[src/rtl/sect_mmu_pkg.sv]
package sect_mmu_pkg;
   typedef enum logic {
      WALK_IDLE = 1'b0,
      WALK_WAIT = 1'b1
   } walk_st_e;

   localparam logic       SEL_CTRL   = 1'b0;
   localparam logic       SEL_BASE   = 1'b1;
   localparam int         EN_BIT     = 0;
   localparam logic [1:0] DESC_SECT  = 2'b10;
endpackage

[src/rtl/sect_mmu_regs.sv]
module sect_mmu_regs
   import sect_mmu_pkg::*;
#(
   parameter int ADDR_W = 32
) (
   input  logic              clk,
   input  logic              rst_n,
   input  logic              cfg_we,
   input  logic              cfg_sel,
   input  logic [ADDR_W-1:0] cfg_wdata,
   output logic [ADDR_W-1:0] cfg_rdata,
   output logic              xlat_en,
   output logic [ADDR_W-1:0] tbl_base,
   output logic              base_wr
);
   logic              en_q;
   logic [ADDR_W-1:0] base_q;

   always_ff @(posedge clk) begin
      if (!rst_n) begin
         en_q   <= 1'b0;
         base_q <= '0;
      end else if (cfg_we) begin
         if (cfg_sel == SEL_BASE) base_q <= cfg_wdata;
         else                     en_q   <= cfg_wdata[EN_BIT];
      end
   end

   always_comb begin
      cfg_rdata = '0;
      if (cfg_sel == SEL_BASE) cfg_rdata = base_q;
      else                     cfg_rdata[EN_BIT] = en_q;
   end

   assign xlat_en  = en_q;
   assign tbl_base = base_q;
   assign base_wr  = cfg_we && (cfg_sel == SEL_BASE);
endmodule

[src/rtl/sect_mmu_tlb.sv]
module sect_mmu_tlb #(
   parameter int TAG_W = 12,
   parameter int DEPTH = 8
) (
   input  logic             clk,
   input  logic             rst_n,
   input  logic [TAG_W-1:0] lk_tag,
   output logic             lk_hit,
   output logic [TAG_W-1:0] lk_ppn,
   output logic [DEPTH-1:0] hit_vec,
   output logic [DEPTH-1:0] valid_vec,
   input  logic             flush,
   input  logic             fill,
   input  logic [TAG_W-1:0] fill_tag,
   input  logic [TAG_W-1:0] fill_ppn
);
   localparam int PTR_W = $clog2(DEPTH);
   localparam bit POW2  = (DEPTH == (1 << PTR_W));

   logic [TAG_W-1:0] tag_q [DEPTH];
   logic [TAG_W-1:0] ppn_q [DEPTH];
   logic [DEPTH-1:0] vld_q;
   logic [PTR_W-1:0] ptr_q;
   logic [PTR_W-1:0] ptr_nxt;
   logic             do_fill;

   assign do_fill = fill && !flush;

   generate
      for (genvar i = 0; i < DEPTH; i++) begin : g_slot
         assign hit_vec[i] = vld_q[i] && (tag_q[i] == lk_tag);

         always_ff @(posedge clk) begin
            if (do_fill && (ptr_q == PTR_W'(i))) begin
               tag_q[i] <= fill_tag;
               ppn_q[i] <= fill_ppn;
            end
         end

         always_ff @(posedge clk) begin
            if (!rst_n || flush)                          vld_q[i] <= 1'b0;
            else if (do_fill && (ptr_q == PTR_W'(i)))     vld_q[i] <= 1'b1;
         end
      end

      if (POW2) begin : g_wrap_free
         assign ptr_nxt = ptr_q + 1'b1;
      end else begin : g_wrap_cmp
         assign ptr_nxt = (ptr_q == PTR_W'(DEPTH - 1)) ? '0 : ptr_q + 1'b1;
      end
   endgenerate

   always_ff @(posedge clk) begin
      if (!rst_n)       ptr_q <= '0;
      else if (do_fill) ptr_q <= ptr_nxt;
   end

   always_comb begin
      lk_ppn = '0;
      for (int i = 0; i < DEPTH; i++) begin
         if (hit_vec[i]) lk_ppn = lk_ppn | ppn_q[i];
      end
   end

   assign lk_hit    = |hit_vec;
   assign valid_vec = vld_q;
endmodule

[src/rtl/sect_mmu_walker.sv]
module sect_mmu_walker
   import sect_mmu_pkg::*;
#(
   parameter int ADDR_W = 32,
   parameter int SECT_W = 20
) (
   input  logic                     clk,
   input  logic                     rst_n,
   input  logic                     start,
   input  logic [ADDR_W-1:0]        start_va,
   input  logic [ADDR_W-1:0]        tbl_base,
   input  logic                     kill,
   output logic                     busy,
   output logic                     mem_req,
   output logic [ADDR_W-1:0]        mem_addr,
   input  logic                     mem_rvalid,
   input  logic [ADDR_W-1:0]        mem_rdata,
   output logic                     done,
   output logic                     done_fault,
   output logic [ADDR_W-1:0]        done_pa,
   output logic                     fill,
   output logic [ADDR_W-SECT_W-1:0] fill_tag,
   output logic [ADDR_W-SECT_W-1:0] fill_ppn
);
   localparam int IDX_W = ADDR_W - SECT_W;

   walk_st_e          st_q;
   logic [ADDR_W-1:0] va_q;
   logic              stale_q;
   logic              sect_ok;
   logic              desc_unused;

   always_ff @(posedge clk) begin
      if (!rst_n) begin
         st_q    <= WALK_IDLE;
         va_q    <= '0;
         stale_q <= 1'b0;
      end else begin
         case (st_q)
            WALK_IDLE: if (start) begin
               st_q    <= WALK_WAIT;
               va_q    <= start_va;
               stale_q <= 1'b0;
            end
            WALK_WAIT: begin
               if (mem_rvalid) st_q    <= WALK_IDLE;
               else if (kill)  stale_q <= 1'b1;
            end
            default: st_q <= WALK_IDLE;
         endcase
      end
   end

   assign busy     = (st_q == WALK_WAIT);
   assign mem_req  = start;
   assign mem_addr = tbl_base + ADDR_W'({start_va[ADDR_W-1:SECT_W], 2'b00});

   assign sect_ok    = (mem_rdata[1:0] == DESC_SECT);
   assign done       = busy && mem_rvalid;
   assign done_fault = !sect_ok;
   assign done_pa    = sect_ok ? {mem_rdata[ADDR_W-1:SECT_W], va_q[SECT_W-1:0]} : '0;
   assign fill       = done && sect_ok && !stale_q && !kill;
   assign fill_tag   = va_q[ADDR_W-1:SECT_W];
   assign fill_ppn   = mem_rdata[ADDR_W-1:SECT_W];

   assign desc_unused = ^{mem_rdata[SECT_W-1:2], IDX_W[0]};
endmodule

[src/rtl/sect_mmu.sv]
module sect_mmu
   import sect_mmu_pkg::*;
#(
   parameter int ADDR_W    = 32,
   parameter int SECT_W    = 20,
   parameter int TLB_DEPTH = 8
) (
   input  logic              clk,
   input  logic              rst_n,
   input  logic              cfg_we,
   input  logic              cfg_sel,
   input  logic [ADDR_W-1:0] cfg_wdata,
   output logic [ADDR_W-1:0] cfg_rdata,
   input  logic              tlb_flush,
   input  logic              req_valid,
   output logic              req_ready,
   input  logic [ADDR_W-1:0] req_va,
   output logic              rsp_valid,
   output logic [ADDR_W-1:0] rsp_pa,
   output logic              rsp_fault,
   output logic              mem_req,
   output logic [ADDR_W-1:0] mem_addr,
   input  logic              mem_rvalid,
   input  logic [ADDR_W-1:0] mem_rdata
);
   localparam int IDX_W = ADDR_W - SECT_W;

   generate
      if (SECT_W < 2 || SECT_W >= ADDR_W) begin : g_bad_sect
         $error("sect_mmu: SECT_W must lie in [2, ADDR_W-1]");
      end
      if (TLB_DEPTH < 2) begin : g_bad_depth
         $error("sect_mmu: TLB_DEPTH must be at least 2");
      end
      if (EN_BIT >= ADDR_W) begin : g_bad_en
         $error("sect_mmu: enable bit outside register");
      end
   endgenerate

   logic                 xlat_en;
   logic [ADDR_W-1:0]    tbl_base;
   logic                 base_wr;
   logic                 flush_all;
   logic                 tlb_hit;
   logic [IDX_W-1:0]     tlb_ppn;
   logic [TLB_DEPTH-1:0] tlb_hit_vec;
   logic [TLB_DEPTH-1:0] tlb_valid_vec;
   logic                 walk_busy;
   logic                 walk_start;
   logic                 walk_done;
   logic                 walk_fault;
   logic [ADDR_W-1:0]    walk_pa;
   logic                 walk_fill;
   logic [IDX_W-1:0]     walk_tag;
   logic [IDX_W-1:0]     walk_ppn;
   logic                 accept;

   sect_mmu_regs #(.ADDR_W(ADDR_W)) u_regs (
      .clk       (clk),
      .rst_n     (rst_n),
      .cfg_we    (cfg_we),
      .cfg_sel   (cfg_sel),
      .cfg_wdata (cfg_wdata),
      .cfg_rdata (cfg_rdata),
      .xlat_en   (xlat_en),
      .tbl_base  (tbl_base),
      .base_wr   (base_wr)
   );

   assign flush_all  = tlb_flush || base_wr;
   assign accept     = req_valid && !walk_busy;
   assign walk_start = accept && xlat_en && !tlb_hit;

   sect_mmu_tlb #(.TAG_W(IDX_W), .DEPTH(TLB_DEPTH)) u_tlb (
      .clk       (clk),
      .rst_n     (rst_n),
      .lk_tag    (req_va[ADDR_W-1:SECT_W]),
      .lk_hit    (tlb_hit),
      .lk_ppn    (tlb_ppn),
      .hit_vec   (tlb_hit_vec),
      .valid_vec (tlb_valid_vec),
      .flush     (flush_all),
      .fill      (walk_fill),
      .fill_tag  (walk_tag),
      .fill_ppn  (walk_ppn)
   );

   sect_mmu_walker #(.ADDR_W(ADDR_W), .SECT_W(SECT_W)) u_walk (
      .clk        (clk),
      .rst_n      (rst_n),
      .start      (walk_start),
      .start_va   (req_va),
      .tbl_base   (tbl_base),
      .kill       (flush_all),
      .busy       (walk_busy),
      .mem_req    (mem_req),
      .mem_addr   (mem_addr),
      .mem_rvalid (mem_rvalid),
      .mem_rdata  (mem_rdata),
      .done       (walk_done),
      .done_fault (walk_fault),
      .done_pa    (walk_pa),
      .fill       (walk_fill),
      .fill_tag   (walk_tag),
      .fill_ppn   (walk_ppn)
   );

   assign req_ready = !walk_busy;
   assign rsp_valid = walk_done || (accept && (!xlat_en || tlb_hit));
   assign rsp_fault = walk_done && walk_fault;

   always_comb begin
      if (walk_done)     rsp_pa = walk_pa;
      else if (!xlat_en) rsp_pa = req_va;
      else               rsp_pa = {tlb_ppn, req_va[SECT_W-1:0]};
   end
endmodule

[config.mk]
export PLATFORM = sky130hd
export DESIGN_NAME = sect_mmu
export DESIGN_NICKNAME = d
export VERILOG_FILES = /design/src/rtl/sect_mmu_pkg.sv /design/src/rtl/sect_mmu_regs.sv /design/src/rtl/sect_mmu_tlb.sv /design/src/rtl/sect_mmu_walker.sv /design/src/rtl/sect_mmu.sv
export SDC_FILE = /design/constraint.sdc
export NUM_CORES = 1
export LEC_CHECK = 0
export ABC_AREA = 0
export BUFFER_PORTS_ARGS = -buffer_cell sky130_fd_sc_hd__buf_2
export CORE_MARGIN = 2
export CORE_UTILIZATION = 60
export DETAILED_ROUTE_END_ITERATION = 7
export GPL_TIMING_DRIVEN = 1
export PLACE_DENSITY = 0.85
export REMOVE_ABC_BUFFERS = 1
export SYNTH_ARGS = -nofsm -noshare
export SYNTH_HDL_FRONTEND = slang
export SYNTH_HIERARCHICAL = 1
export SYNTH_SLANG_ARGS = --single-unit
[constraint.sdc]
create_clock -name clk -period 6.5 [get_ports clk]
set_input_delay 0.975 -clock clk [delete_from_list [all_inputs] [get_ports clk]]
set_output_delay 0.975 -clock clk [all_outputs]
set_load 0.005 [all_outputs]
==> results.py, run 1 <==
metrics = {
    "status": {
        "outcome": "finished clean",
    },
    "floorplanning": {
        "dieArea_sq_um": 23950,
        "rows": 55,
        "core-area_sq_um": 22500,
        "start_util_pct": 60.59,
        "ios": 203,
        "die-height_microns": 154.7,
        "die_w_microns": 154.7,
    },
    "layout": {
        "antenna_cells": 0,
        "final_nets": 1433,
        "area_growth_pct": 11.49,
        "final_area_sq_um": 15200,
        "drive_above_1_share_pct": 24.19,
        "nFillCells": 1589,
        "fin_util_pct": 67.55,
    },
    "clocking": {
        "cts_resized": 0,
        "clock_latency_ps": 530,
        "cts_buffer_depth": 3,
        "cts_hold_buf": 0,
        "cts_buffers": 27,
        "cts_setup_buffers": 0,
        "htreeDepth": 1,
        "root_buffer": "clkbuf_16",
        "cts_tree": "done",
        "path_clk_slew_ps": 50,
        "clock_sinks": 270,
    },
    "placed_design": {
        "place_hpwl_mm": 22.02,
        "port-buffer-count": 184,
        "routabilityCongestion": 0.8861,
        "postPlaceCellArea_sq_um": 14300,
    },
    "timing": {
        "worst_slew_pin_slew_ps": 1383,
        "rsz0062_at_grt": "false",
        "holdWs_ps": 457.6,
        "finalMaxSlewViolations": 0,
        "period_minus_slack_ps": 4731,
        "final-hold-violation-count": 0,
        "tns_ps": 0,
        "setup_violations": 0,
        "slew_headroom_pct": 7.032,
        "fin_crit_sh_pct": 72.78,
        "fmax_mhz": 211.4,
        "skew_ps": 12.11,
    },
    "routing": {
        "wl_per_cell_microns": 20.80,
        "drt_wl_total_mm": 33.61,
        "drt_first_iter_violations": 1385,
        "antenna_left": 0,
        "drt_pass1_iterations": 5,
        "viasPerCell": 6.255,
        "vias": 10108,
        "drc": 0,
    },
    "grt": {
        "grt_pass1_vias": 9533,
        "grt_max_degree": 78,
        "grt_remaining_overflow": 0,
        "track_usage_pct": 27.23,
        "antenna_found_initial": 0,
        "grt_pass1_wl_mm": 51.45,
    },
    "worst_hold_path": {
        "hp-start": "u_walk/va_q[14]",
        "hold_path.class": "reg -> reg",
    },
    "worst_setup_path": {
        "path_max_fanout": 13,
        "cp.required_ps": 5520,
        "critPathKind": "in -> out",
        "cpMostUsedCell": "buf_2",
        "slowest_delay_ps": 520,
        "crit_chain": "buf_2 -> xor2_1 -> nor4_1 -> nand4_1 -> a2bb2o_4 -> or4_1 -> nand2b_1 -> nor3b_1 -> buf_2",
        "crit_family": "simple AND/OR/NAND/NOR gates",
        "path_buf_inv": 2,
        "critical_path_arrival_ps": 3760,
        "cp_slowest_cell": "nand4_1",
        "setup.worst_path.start": "req_va[31]",
        "start_kind": "primary input",
        "reg2reg_slack_ps": 2670,
        "r2r-start": "u_walk/busy",
        "end_kind": "primary output",
    },
    "power_and_ir_drop": {
        "power_density_nw_per_um2": 245.0,
        "p_leak_nw": 5.433,
        "ir_drop_v": 0.0002232,
        "p_comb_share_pct": 7.8,
        "clockPowerShare_pct": 42.1,
        "total_power_w": 0.003725,
        "p_sw_share_pct": 22.09,
        "p_int_w": 0.002902,
        "p_switching_w": 0.0008228,
        "pwr-share-seq_pct": 50.1,
    },
    "flow_run": {
        "cap_violations": 0,
    },
    "synth": {
        "postSynthCellCount": 1196,
        "yosys_warnings": 6,
        "avgSynthCellArea_sq_um": 11.40,
        "netlist_area_sq_um": 13630,
    },
}
==> power by group through the flow <==
stage / registers (W) / clock network (W) / logic [W]
2_1_floorplan: 0.00190 / 0 / 0.000142
3_3_place_gp: 0.00190 / 0 / 0.000279
3_5_place_dp: 0.00190 / 0 / 0.000286
4_1_cts: 0.00187 / 0.00158 / 0.000289
5_1_grt: 0.00187 / 0.00165 / 0.000313
6_report: 0.00187 / 0.00157 / 0.000290
==> area by class of cell <==
class,count,area [sq um],area share [%]
multi-input combinational,800,5525,36.35
tap,285,356.6,2.346
clock buffer,37,763.2,5.021
clock inverter,12,135.1,0.8890
sequential,270,7327,48.20
inverter,10,37.54,0.2469
timing repair buffer,202,1056,6.947
==> placed cells by master, fill, tap and decap left out, drive strengths merged, types with 6 or more instances in the layout <==
cell type / instances
and3: 7
a21boi: 34
clkinv: 8
and2: 70
clkbuf: 37
nor2b: 6
nand3: 13
nor4: 14
buf: 202
inv: 11
mux2: 21
o22ai: 38
a21oi: 14
nand2: 151
nand4: 119
dfxtp: 78
xnor2: 56
a22o: 12
nor3: 26
edfxtp: 192
nor2: 21
or4: 13
mux2i: 14
ha: 18
xor2: 66
o21ai: 48
==> worst register-to-register path, stage by stage, from the launching register on <==
cell	delay, ps
dfxtp_1	430
and2_2	930
nor4b_1	290
nor2b_1	610
and3_1	1150
==> stage by stage <==
step | cells | worst slack (ps)
5_1_grt | 1616 | 1629
6_report | 1616 | 1769
3_3_place_gp | 1567 | 1913
2_1_floorplan | 1080 | 2332
4_1_cts | 1616 | 1828
3_5_place_dp | 1567 | 1888
==> metal layers <==
metal	wire length (microns)	vias up	global-route usage, %
li1	-	4595	-
met5	0	-	0
met3	3198	113	3.923
met1	12740	4784	35.61
met4	1262	0	10.45
met2	16400	616	46.28
==> final timing paths <==
kind,end,cells past startpoint
min reg2reg,u_walk/va_q[14],2
min,u_walk/va_q[14],2
max,mem_req,9
max reg2reg,u_tlb/tag_q[0][6],4
==> flip-flops by register name, summed over array words and instances (netlist names) <==
name / cells
u_tlb/ppn_q: 96
u_tlb/tag_q: 96
u_regs/tbl_base: 32
u_walk/va_q: 32
u_tlb/valid_vec: 8
u_tlb/ptr_q: 3
u_regs/xlat_en: 1
u_walk/busy: 1
u_walk/stale_q: 1
(Power assumes the default switching activity.)
==> run 2, diff against run 1 <==
- ABC_AREA: 0 -> 1
- CORE_UTILIZATION: 60 -> 52
- PLACE_DENSITY: 0.85 -> 0.78
- clock period: 6.5 -> 4.1 ns (I/O delays scaled with it)
==> results.py, run 2 <==
metrics = {
    "power_and_ir_drop": {
        "p_switching_w": 0.001518,
        "clockPowerShare_pct": 44.0,
        "total_power_w": 0.006371,
        "pwr-share-seq_pct": 47.2,
        "p_comb_share_pct": 8.8,
        "p_sw_share_pct": 23.82,
        "p_int_w": 0.004853,
        "power_density_nw_per_um2": 392.4,
        "ir_drop_v": 0.0003520,
        "p_leak_nw": 7.759,
    },
    "layout": {
        "multi_input_area_sq_um": 5381,
        "final_common_cell": "nand2_1",
        "final_nets": 2042,
        "nFillCells": 2237,
        "area_growth_pct": 14.05,
        "drive_above_1_share_pct": 17.91,
        "register_area_sq_um": 7327,
        "reg_top3": "u_tlb/ppn_q: 96 flops, u_tlb/tag_q: 96 flops",
        "layout_common_cells": "nand2_1 (558), inv_1 (225), nor2_1 (222)",
    },
    "clocking": {
        "cts_buffers": 29,
        "path_clk_slew_ps": 70,
        "cts_setup_buffers": 0,
        "cts_buffer_depth": 3,
        "clock_latency_ps": 560,
        "htreeDepth": 1,
        "cts_hold_buf": 0,
        "cts_resized": 0,
        "cts_tree": "done",
        "clock_sinks": 270,
        "root_buffer": "clkbuf_16",
    },
    "routing": {
        "drt_pass1_iterations": 6,
        "viasPerCell": 5.333,
        "drt_wl_total_mm": 38.51,
        "wl_per_cell_microns": 16.85,
        "drt_first_iter_violations": 1216,
        "vias": 12191,
        "met2_wirelength_mm": 18.44,
        "wl_met1_mm": 15.45,
        "top_layer": "met4",
        "antenna_left": 0,
        "drc": 0,
        "wl_met3_mm": 3.502,
    },
    "worst_setup_path": {
        "cpMostUsedCell": "nand2_1",
        "critical_path_arrival_ps": 2920,
        "start_kind": "primary input",
        "path_max_fanout": 13,
        "slowest_delay_ps": 390,
        "critPathKind": "in -> out",
        "cp_slowest_cell": "nor2_4",
        "end_kind": "primary output",
        "cp.required_ps": 3480,
        "crit_chain": "buf_2 -> inv_2 -> nand2_1 -> nand2_1 -> nor2_1 -> nand2_1 -> nor2_4 -> nand3_1 -> nand2_1 -> nor2_1 -> nand2_1 -> inv_1 -> nand2_1 -> nand3_1 -> nand2_1 -> buf_2",
    },
    "timing": {
        "period_minus_slack_ps": 3532,
        "skew_ps": 10.30,
        "fin_crit_sh_pct": 86.15,
        "rsz0062_at_grt": "false",
        "slew_headroom_pct": 50.91,
        "setup_violations": 0,
        "tns_ps": 0,
        "fmax_mhz": 283.1,
        "finalMaxSlewViolations": 0,
        "worst_slew_pin_slew_ps": 735.6,
        "final-hold-violation-count": 0,
    },
    "floorplanning": {
        "ios": 203,
        "die-height_microns": 169.5,
        "core-area_sq_um": 26950,
        "rows": 60,
        "die_w_microns": 169.5,
        "dieArea_sq_um": 28720,
        "start_util_pct": 52.82,
    },
    "synth": {
        "yosys_warnings": 6,
        "avgSynthCellArea_sq_um": 8.057,
        "netlist_area_sq_um": 14240,
        "postSynthCellCount": 1767,
    },
    "grt": {
        "grt_pass1_wl_mm": 59.36,
        "antenna_found_initial": 2,
        "grt_pass1_vias": 11295,
        "grt_max_degree": 39,
        "grt_remaining_overflow": 0,
        "track_usage_pct": 26.45,
    },
    "flow_run": {
        "cap_violations": 0,
    },
    "worst_hold_path": {
        "hold_path.class": "in -> reg",
    },
    "placed_design": {
        "port-buffer-count": 184,
        "place_hpwl_mm": 25.75,
        "routabilityCongestion": 0.9021,
    },
    "status": {
        "outcome": "finished clean",
    },
}
[run 2: per-layer routing]
metal	track usage, %	up-vias
li1	-	5858
met1	34.95	5684
met2	44.40	567
met3	4.198	82
met4	9.365	0
met5	0	-
[run 2: path summary, 6_finish.rpt]
path                 startpoint                   to  slack [ps]  cells after the start
min               cfg_wdata[19]  u_regs/tbl_base[19]         290                      3
min reg2reg      u_walk/va_q[7]       u_walk/va_q[7]         450                      2
max reg2reg  u_tlb/tag_q[1][29]      u_walk/va_q[25]        1310                     16
max                  req_va[26]           rsp_pa[20]         570                     16
[run 2: final cells by class]
| class | instances | share of cell area [%] |
|---|---|---|
| timing repair buffer | 211 | 6.997 |
| clock buffer | 37 | 4.901 |
| clock inverter | 17 | 1.503 |
| sequential | 270 | 45.13 |
| antenna | 2 | 0.03082 |
| inverter | 244 | 5.672 |
| tap | 341 | 2.628 |
| multi-input combinational | 1164 | 33.14 |
[run 2: critical path: cells and delay by family]
kind,cells,cell delay (ps)
buffers and inverters,4,690
and+or+nand+nor,12,1590
[run 2: power by group through the flow]
stage	clock network, W	registers, W	logic (W)
2_1_floorplan	0	0.00304	0.000290
3_3_place_gp	0	0.00306	0.000545
3_5_place_dp	0	0.00306	0.000554
4_1_cts	0.00284	0.00300	0.000560
5_1_grt	0.00294	0.00301	0.000624
6_report	0.00280	0.00301	0.000563
[run 2: metrics by stage]
stage	cell area (sq um)	instances	hold slack [ps]	util, %	setup WS, ps
final	16240	2286	288.3	60.25	567.9
after global routing	16240	2286	303.5	60.25	426.5
after CTS	16230	2284	284.0	60.23	631.4
after detailed placement	15190	2230	446.0	56.37	670.9
after global placement	15190	2230	440.4	56.37	739.8
after floorplan	13600	1678	429.4	-	137.3
==> run 3, diff against run 2 <==
- ABC_AREA: 1 -> default
- PLACE_DENSITY: 0.78 -> 0.79
- SKIP_LAST_GASP: default -> 1
==> results.py, run 3 (synthesized netlist as in run 1, its figures left out) <==
metrics = {
    "status": {
        "outcome": "finished clean",
    },
    "layout": {
        "final_common_cell": "edfxtp_1",
        "reg_top3": "u_tlb/ppn_q: 96 flops, u_tlb/tag_q: 96 flops",
        "final_nets": 1465,
        "layout_common_cells": "edfxtp_1 (192), buf_2 (184), nand2_1 (151)",
        "fin_util_pct": 59.81,
        "drive_above_1_share_pct": 25.71,
        "area_growth_pct": 13.66,
        "final_area_sq_um": 15500,
        "antenna_cells": 0,
    },
    "grt": {
        "grt_max_degree": 82,
        "antenna_found_initial": 0,
        "grt_pass1_vias": 10228,
        "grt_pass1_wl_mm": 55.93,
        "track_usage_pct": 25.55,
        "grt_remaining_overflow": 0,
    },
    "timing": {
        "slew_headroom_pct": 29.42,
        "fin_crit_sh_pct": 91.56,
        "skew_ps": 9.176,
        "worst_slew_pin_slew_ps": 1051,
        "period_minus_slack_ps": 3754,
        "tns_ps": 0,
        "fmax_mhz": 266.4,
        "final-hold-violation-count": 0,
        "rsz0062_at_grt": "false",
        "setup_violations": 0,
        "finalMaxSlewViolations": 0,
        "setup_ws_ps": 346.0,
    },
    "power_and_ir_drop": {
        "p_leak_nw": 5.580,
        "ir_drop_v": 0.0003047,
        "power_density_nw_per_um2": 379.9,
        "total_power_w": 0.005888,
    },
    "worst_setup_path": {
        "start_kind": "primary input",
        "crit_family": "simple AND/OR/NAND/NOR gates",
        "cpMostUsedCell": "buf_2",
        "slowest_delay_ps": 530,
        "crit_chain": "buf_2 -> xor2_1 -> nor4_2 -> buf_4 -> nand3_1 -> o22ai_1 -> or4_1 -> nand2b_1 -> nor3b_1 -> buf_2",
        "critPathKind": "in -> out",
        "end_kind": "primary output",
        "cp_slowest_cell": "or4_1",
        "path_max_fanout": 13,
        "critical_path_arrival_ps": 3140,
        "cp.required_ps": 3480,
        "path_buf_inv": 3,
    },
    "floorplanning": {
        "die_w_microns": 165.9,
        "ios": 203,
        "rows": 59,
        "die-height_microns": 165.9,
        "dieArea_sq_um": 27530,
        "start_util_pct": 52.62,
        "core-area_sq_um": 25910,
    },
    "clocking": {
        "clock_latency_ps": 530,
        "clock_sinks": 270,
        "cts_setup_buffers": 0,
        "cts_buffers": 28,
        "cts_resized": 0,
        "cts_hold_buf": 0,
        "path_clk_slew_ps": 60,
        "htreeDepth": 1,
        "cts_buffer_depth": 3,
        "root_buffer": "clkbuf_16",
        "cts_tree": "done",
    },
    "routing": {
        "drc": 0,
        "wl_per_cell_microns": 21.36,
        "viasPerCell": 6.031,
        "drt_wl_total_mm": 36.31,
        "vias": 10253,
        "drt_first_iter_violations": 1183,
        "drt_pass1_iterations": 6,
        "antenna_left": 0,
    },
    "placed_design": {
        "dp_slack_ps": 290.5,
        "postPlaceCellArea_sq_um": 14620,
        "routabilityCongestion": 0.9050,
        "port-buffer-count": 184,
        "place_hpwl_mm": 23.60,
    },
    "flow_run": {
        "cap_violations": 0,
    },
    "worst_hold_path": {
        "hold_path.class": "in -> reg",
    },
}
run 3: changes by cell type in the layout (fill, tap and decap cells not counted), sizes merged, moves of 21 or more:
cell / delta
and2: +70
o21ai: -37
buf: +22
o22ai: +38
a21boi: +32
nor2: -222
mux2: +21
nand2: -424
nand4: +114
xnor2: +48
nand3: -133
inv: -237
xor2: +51
run 3: worst reg2reg max path, stage by stage, from the launching register on:
cell and delay (ps):
edfxtp_1 420, xor2_1 260, nor4_2 70, buf_4 200, nand3_1 120, o22ai_1 110, or4_1 530, nand2b_1 250
nor3b_1 380, nor2b_2 230, buf_4 370, nand2_1 110, a21boi_0 190
run 3: power breakdown:
group          internal (W)  switching [W]
sequential          0.00293      0.0000329
clock               0.00143        0.00101
combinational      0.000200       0.000286
run 3: final timing paths:
path                            from            endpoint  slack, ps  cells after the start
setup / recovery          req_va[21]             mem_req        350                     10
hold / removal          cfg_wdata[3]  u_regs/tbl_base[3]        320                      3
setup reg to reg  u_tlb/tag_q[0][13]     u_walk/va_q[12]        780                     12
hold reg to reg      u_walk/va_q[19]     u_walk/va_q[19]        460                      2
run 3: per-layer routing:
layer / up-vias / track usage (%) / part of all wire [%]
li1: 4640 / - / -
met1: 4871 / 33.98 / 39
met2: 625 / 41.67 / 47
met3: 117 / 4.051 / 9.9
met4: 0 / 11.23 / 3.9
met5: - / 0 / 0
run 3: layout make-up:
cell class	instances	area, sq um
inverter	10	37.54
clock buffer	41	770.7
multi-input combinational	800	5525
fill	2054	10410
timing repair buffer	233	1314
clock inverter	11	103.9
tap	335	419.2
sequential	270	7327
run 3: per-stage QoR:
| step | instances | hold WS (ps) |
|---|---|---|
| finish | 1700 | 322.3 |
| floorplan | 1080 | 438.8 |
| detailed placement | 1648 | 451.5 |
| global placement | 1648 | 445.6 |
| global route | 1700 | 326.0 |
| CTS | 1700 | 310.9 |
